### config.mk
export PLATFORM = sky130hd
export DESIGN_NAME = sect_walker
export DESIGN_NICKNAME = d
export VERILOG_FILES = /design/src/rtl/sw_pkg.sv /design/src/rtl/sw_base_reg.sv /design/src/rtl/sw_desc_decode.sv /design/src/rtl/sect_walker.sv
export SDC_FILE = /design/constraint.sdc
export NUM_CORES = 1
export LEC_CHECK = 0
export BUFFER_PORTS_ARGS = -buffer_cell sky130_fd_sc_hd__buf_2
export CORE_ASPECT_RATIO = 0.5
export CORE_MARGIN = 2
export CORE_UTILIZATION = 30
export CTS_BUF_LIST = sky130_fd_sc_hd__clkbuf_8
export DETAILED_ROUTE_END_ITERATION = 6
export SLEW_MARGIN = 10
export SYNTH_ARGS = -nofsm -noshare
export SYNTH_HDL_FRONTEND = slang
export SYNTH_SLANG_ARGS = --single-unit
### constraint.sdc
create_clock -name clk -period 1.7 [get_ports clk]
set_input_delay 0.17 -clock clk [delete_from_list [all_inputs] [get_ports clk]]
set_output_delay 0.17 -clock clk [all_outputs]
set_load 0.01 [all_outputs]
### src/rtl/sw_pkg.sv
package sw_pkg;

    typedef enum logic [1:0] {
        ST_IDLE  = 2'd0,
        ST_ISSUE = 2'd1,
        ST_WAIT  = 2'd2,
        ST_RESP  = 2'd3
    } sw_state_e;

    typedef enum logic [1:0] {
        FK_NONE     = 2'd0,
        FK_UNMAPPED = 2'd1,
        FK_UNSUPP   = 2'd2
    } sw_fault_e;

    // descriptor type codes in bits [1:0]
    localparam logic [1:0] DT_FAULT   = 2'b00;
    localparam logic [1:0] DT_SECTION = 2'b10;

    // field positions inside a section descriptor
    localparam int DSC_B_BIT   = 2;
    localparam int DSC_C_BIT   = 3;
    localparam int DSC_DOM_LSB = 5;
    localparam int DSC_DOM_W   = 4;
    localparam int DSC_AP_LSB  = 10;
    localparam int DSC_AP_W    = 2;

endpackage

### src/rtl/sw_base_reg.sv
module sw_base_reg #(
    parameter int ADDR_W  = 32,
    parameter int ALIGN_W = 14
) (
    input  logic                      clk,
    input  logic                      rst_n,
    input  logic                      wr_en,
    input  logic [ADDR_W-1:0]         wr_data,
    output logic [ADDR_W-ALIGN_W-1:0] base_hi,
    output logic                      loaded
);

    typedef struct packed {
        logic [ADDR_W-ALIGN_W-1:0] hi;
        logic                      loaded;
    } base_t;

    base_t base_d, base_q;

    logic [ALIGN_W-1:0] unused_low;
    assign unused_low = wr_data[ALIGN_W-1:0];

    always_comb begin
        base_d = base_q;
        if (wr_en) begin
            base_d.hi     = wr_data[ADDR_W-1:ALIGN_W];
            base_d.loaded = 1'b1;
        end
    end

    always_ff @(posedge clk or negedge rst_n) begin
        if (!rst_n) begin
            base_q <= '0;
        end else begin
            base_q <= base_d;
        end
    end

    assign base_hi = base_q.hi;
    assign loaded  = base_q.loaded;

endmodule

### src/rtl/sw_desc_decode.sv
module sw_desc_decode
    import sw_pkg::*;
#(
    parameter int ADDR_W = 32,
    parameter int OFS_W  = 20
) (
    input  logic [ADDR_W-1:0]    desc,
    input  logic [OFS_W-1:0]     offset,
    output logic [ADDR_W-1:0]    paddr,
    output logic [DSC_DOM_W-1:0] domain,
    output logic [DSC_AP_W-1:0]  ap,
    output logic                 c_bit,
    output logic                 b_bit,
    output sw_fault_e            kind
);

    // bits the section format leaves without meaning here
    logic unused_bits;
    assign unused_bits = ^{desc[OFS_W-1:DSC_AP_LSB+DSC_AP_W], desc[DSC_DOM_LSB-1], desc[DSC_AP_LSB-1]};

    always_comb begin
        paddr  = '0;
        domain = '0;
        ap     = '0;
        c_bit  = 1'b0;
        b_bit  = 1'b0;
        kind   = FK_NONE;
        case (desc[1:0])
            DT_SECTION: begin
                paddr  = {desc[ADDR_W-1:OFS_W], offset};
                domain = desc[DSC_DOM_LSB +: DSC_DOM_W];
                ap     = desc[DSC_AP_LSB +: DSC_AP_W];
                c_bit  = desc[DSC_C_BIT];
                b_bit  = desc[DSC_B_BIT];
            end
            DT_FAULT: kind = FK_UNMAPPED;
            default:  kind = FK_UNSUPP;
        endcase
    end

endmodule

### src/rtl/sect_walker.sv
module sect_walker
    import sw_pkg::*;
#(
    parameter int ADDR_W     = 32,
    parameter int IDX_W      = 12,
    parameter int DESC_BYTES = 4
) (
    input  logic              clk,
    input  logic              rst_n,
    input  logic              base_wr_en,
    input  logic [ADDR_W-1:0] base_wr_data,
    input  logic              req_valid,
    output logic              req_ready,
    input  logic [ADDR_W-1:0] req_vaddr,
    output logic              mem_req_valid,
    input  logic              mem_req_ready,
    output logic [ADDR_W-1:0] mem_req_addr,
    input  logic              mem_rsp_valid,
    input  logic [ADDR_W-1:0] mem_rsp_data,
    output logic              rsp_valid,
    input  logic              rsp_ready,
    output logic [ADDR_W-1:0] rsp_paddr,
    output logic [3:0]        rsp_domain,
    output logic [1:0]        rsp_ap,
    output logic              rsp_c,
    output logic              rsp_b,
    output logic              rsp_fault,
    output logic [1:0]        rsp_fault_kind,
    output logic              busy
);

    localparam int OFS_W   = ADDR_W - IDX_W;
    localparam int DSC_LSB = $clog2(DESC_BYTES);
    localparam int ALIGN_W = IDX_W + DSC_LSB;
    localparam int HI_W    = ADDR_W - ALIGN_W;

    typedef struct packed {
        sw_state_e                st;
        logic [ADDR_W-1:0]        faddr;
        logic [OFS_W-1:0]         ofs;
        logic [ADDR_W-1:0]        paddr;
        logic [DSC_DOM_W-1:0]     dom;
        logic [DSC_AP_W-1:0]      ap;
        logic                     c;
        logic                     b;
        sw_fault_e                kind;
    } walk_t;

    walk_t w_d, w_q;

    logic [HI_W-1:0]      base_hi;
    logic                 base_loaded;
    logic [ADDR_W-1:0]    dec_paddr;
    logic [DSC_DOM_W-1:0] dec_dom;
    logic [DSC_AP_W-1:0]  dec_ap;
    logic                 dec_c;
    logic                 dec_b;
    sw_fault_e            dec_kind;
    logic                 take_req;

    sw_base_reg #(
        .ADDR_W (ADDR_W),
        .ALIGN_W(ALIGN_W)
    ) base_i (
        .clk    (clk),
        .rst_n  (rst_n),
        .wr_en  (base_wr_en),
        .wr_data(base_wr_data),
        .base_hi(base_hi),
        .loaded (base_loaded)
    );

    sw_desc_decode #(
        .ADDR_W(ADDR_W),
        .OFS_W (OFS_W)
    ) dec_i (
        .desc  (mem_rsp_data),
        .offset(w_q.ofs),
        .paddr (dec_paddr),
        .domain(dec_dom),
        .ap    (dec_ap),
        .c_bit (dec_c),
        .b_bit (dec_b),
        .kind  (dec_kind)
    );

    assign req_ready = (w_q.st == ST_IDLE) && base_loaded;
    assign take_req  = req_valid && req_ready;

    always_comb begin
        w_d = w_q;
        case (w_q.st)
            ST_IDLE: begin
                if (take_req) begin
                    w_d.st    = ST_ISSUE;
                    w_d.faddr = {base_hi, req_vaddr[ADDR_W-1:OFS_W], {DSC_LSB{1'b0}}};
                    w_d.ofs   = req_vaddr[OFS_W-1:0];
                end
            end
            ST_ISSUE: begin
                if (mem_req_ready) begin
                    w_d.st = ST_WAIT;
                end
            end
            ST_WAIT: begin
                if (mem_rsp_valid) begin
                    w_d.st    = ST_RESP;
                    w_d.paddr = dec_paddr;
                    w_d.dom   = dec_dom;
                    w_d.ap    = dec_ap;
                    w_d.c     = dec_c;
                    w_d.b     = dec_b;
                    w_d.kind  = dec_kind;
                end
            end
            default: begin
                if (rsp_ready) begin
                    w_d.st = ST_IDLE;
                end
            end
        endcase
    end

    always_ff @(posedge clk or negedge rst_n) begin
        if (!rst_n) begin
            w_q <= '0;
        end else begin
            w_q <= w_d;
        end
    end

    assign busy           = (w_q.st != ST_IDLE);
    assign mem_req_valid  = (w_q.st == ST_ISSUE);
    assign mem_req_addr   = w_q.faddr;
    assign rsp_valid      = (w_q.st == ST_RESP);
    assign rsp_paddr      = w_q.paddr;
    assign rsp_domain     = w_q.dom;
    assign rsp_ap         = w_q.ap;
    assign rsp_c          = w_q.c;
    assign rsp_b          = w_q.b;
    assign rsp_fault_kind = w_q.kind;
    assign rsp_fault      = (w_q.kind != FK_NONE);

endmodule

==> results.cfg <==
[floorplanning]
start_util_pct = 30.8
core_sq_um = 15500
row_count = 32
dieArea_sq_um = 16900
fp.dieW_microns = 182
io_pins = 182
die_y_microns = 93.0

[synth]
yosysWarningCount = 0
yosysUniqueCellTypes = 23
synth_area_leaders = dfrtp_1, mux2_2, buf_4, a22o_1, buf_2
ys_ff_latch = 113
synth_top_area_share_pct = 59.5
synth_cells = 334
yosysTopAreaCell = dfrtp_1
seq_area_frac_synth_pct = 59.5
synth_area_per_cell_sq_um = 14.2
synth_area_sq_um = 4760

[timing]
layout_worst_path_cycle_share_pct = 99.6
skew_ns = 0.0102
layout_min_cycle_time_ns = 1.69
finalHoldViolCount = 0
fin_ws_ns = 0.00696
rsz0062_at_grt = true
maxSlewViolCount = 0
max_freq_mhz = 591
setup_viol = 0
holdWs_ns = 0.128

[detailed_routing]
viasPerCell = 4.34
drt-initial-drc-count = 100
vias = 3174
post_drt_wl_per_cell_microns = 15.2
ant_nets = 0
firstDrtPassIters = 4
drc = 0
wl_microns = 11100

[placement]
portBuffers = 155
pre_cts_ws_ns = -0.0476
place_congestion = 0.740
place_hpwl_microns = 6940
dp.cells = 622
placed_area_sq_um = 5380

[clock_network]
htreeDepth = 4
insertion_delay_ns = 0.42
clockBufferDepth = 2
cts_root_buf = clkbuf_8
clk_pin_slew_ns = 0.06
cts_tree = yes
clkSinkCount = 113
cts-buffers-inserted = 17

[critical_path]
slowest_stage = dfrtp_1
cpPeakStageDelay_ns = 0.43
crit_fanout = 5
end_kind = flip-flop
startpoint_type = flip-flop
path_class = flip-flop to flip-flop
arrival_ns = 1.99
crit_required_ns = 2.00
path_cells = inv_2, ha_4, buf_4, a2111oi_4, mux2_1

[run_status]
status = complete, no violations

[final_layout]
multi_input_area_sq_um = 1400
final_nets = 623
drive_gt1_share_pct = 54.5
fin_cells = 732
ff_latch_area_sq_um = 2830
num_antenna_cells = 0
area_delta_synth_final_pct = 38.5
finalInstanceArea_sq_um = 6590
fillers = 1453

[flow_run]
max-cap-violations = 0

[power]
p_seq_share_pct = 41.2
ir_drop_mv = 0.619
powerDensity_nw_per_um2 = 1630
power.internal_uw = 7210
p_total_uw = 10700
p_switching_uw = 3500
leakage_uw = 0.00322
combPwrFrac_pct = 37.5
sw_frac_of_total_pct = 32.7
clkPwrFrac_pct = 21.3

[hold_path]
hold_class = input port to flip-flop

[global_route]
grt_pass1_wl_microns = 16900
grt_pass1_vias = 3357
grt_usage_pct = 13.0
grt_max_degree = 33
grt_overflow_total = 0
antenna_found_initial = 0
flip-flops by register name (all words and copies together) (netlist names):
signal / flops
rsp_b: 1
rsp_ap: 2
rsp_paddr: 32
rsp_c: 1
base_i.loaded: 1
rsp_domain: 4
mem_req_addr: 30
w_q: 22
base_i.base_hi: 18
rsp_fault_kind: 2
layer usage:
metal	share of wire, %	up-vias	GRT usage, %
met5	0	-	0
met4	2.0	0	6.38
met3	2.5	19	2.88
met2	52	56	23.1
met1	43	1632	15.0
li1	-	1467	-
synthesized netlist by cell type:
library cell	n
a2111oi_0	1
a2111oi_2	1
a22o_1	40
a2bb2oi_1	1
a31oi_1	1
and2_1	1
buf_2	10
buf_4	72
clkbuf_1	5
conb_1	1
dfrtp_1	113
ha_1	4
inv_1	3
mux2_1	1
mux2_2	69
nand2_1	2
nand2b_1	1
nand3_2	1
nor2b_1	2
nor3b_1	1
nor4_1	1
o31ai_1	1
or2_2	2
kinds of logic after synthesis:
family	after synthesis	synth area share (%)
AO/OA/AOI/OAI	45	8.34
adder cells (fa/ha/maj)	4	1.05
buffers and inverters	90	13.0
flip-flops	113	59.5
multiplexers	70	16.6
other	1	0.0789
AND/OR/NAND/NOR	11	1.45
per-stage QoR:
stage	util (%)	TNS, ns
after floorplan	-	0
after global placement	34.8	-0.0113
after detailed placement	34.8	-0.0835
after CTS	41.8	0
after global routing	42.6	-0.182
final	42.6	0
layout make-up:
cell class	count	share of cell area [%]
sequential	113	42.9
timing repair buffer	249	26.5
multi-input combinational	132	21.2
tap	204	3.87
clock buffer	18	3.76
clock inverter	13	1.50
inverter	3	0.171
worst paths after layout:
| path | start | to | slack [ns] | cells after the start |
|---|---|---|---|---|
| worst max-delay path | w_q[94]$_DFFE_PN0P_ | w_q[95]$_DFFE_PN0P_ | 0.007 | 5 |
| worst min-delay path | req_valid | w_q[94]$_DFFE_PN0P_ | 0.13 | 3 |
| worst max register to register | w_q[94]$_DFFE_PN0P_ | w_q[95]$_DFFE_PN0P_ | 0.007 | 5 |
| worst min register to register | w_q[57]$_DFFE_PN0P_ | rsp_paddr[15]$_DFFE_PN0P_ | 0.48 | 1 |
| max in group asynchronous | rst_n | mem_req_addr[24]$_DFFE_PN0P_ | 0.94 | 3 |
| min in group asynchronous | rst_n | mem_req_addr[13]$_DFFE_PN0P_ | 0.20 | 2 |
power groups by stage:
stage          Clock [uW]  Sequential (uW)  Combinational (uW)
2_1_floorplan           0             4320                3300
3_3_place_gp            0             4410                3610
3_5_place_dp            0             4450                3690
4_1_cts              2360             4410                3830
5_1_grt              2480             4570                4360
6_report             2280             4420                4020
critical path, delay by kind of cell (launching register included):
kind	cells	cell delay [ns]
AO/OA/AOI/OAI	1	0.37
adder cells (fa/ha/maj)	1	0.19
buffers and inverters	2	0.24
flip-flops	1	0.43
multiplexers	1	0.35
cell usage in the layout (no fill, tap or decap), types with 2 or more instances in the layout:
master | netlist | final
inv_2 | 0 | 2
a22o_1 | 40 | 40
buf_4 | 72 | 14
ha_4 | 0 | 3
mux2_2 | 69 | 69
clkinvlp_4 | 0 | 3
or2_2 | 2 | 2
dlygate4sd3_1 | 0 | 73
clkinv_2 | 0 | 6
buf_6 | 0 | 3
dfrtp_1 | 113 | 113
inv_1 | 3 | 3
clkbuf_8 | 0 | 18
conb_1 | 1 | 2
buf_12 | 0 | 4
nor2b_1 | 2 | 2
buf_2 | 10 | 153
what timing repair did:
action / CTS / global route
hold buffers: 73 / 0
gates resized for setup: 2 / 17
hold endpoints to repair: 119 / 0
endpoints found under the setup margin: 8 / 32
cloned: 0 / 3
pin swaps: 1 / 3
setup buffers: 0 / 4
Note: power is estimated with default switching activity, not from simulation.
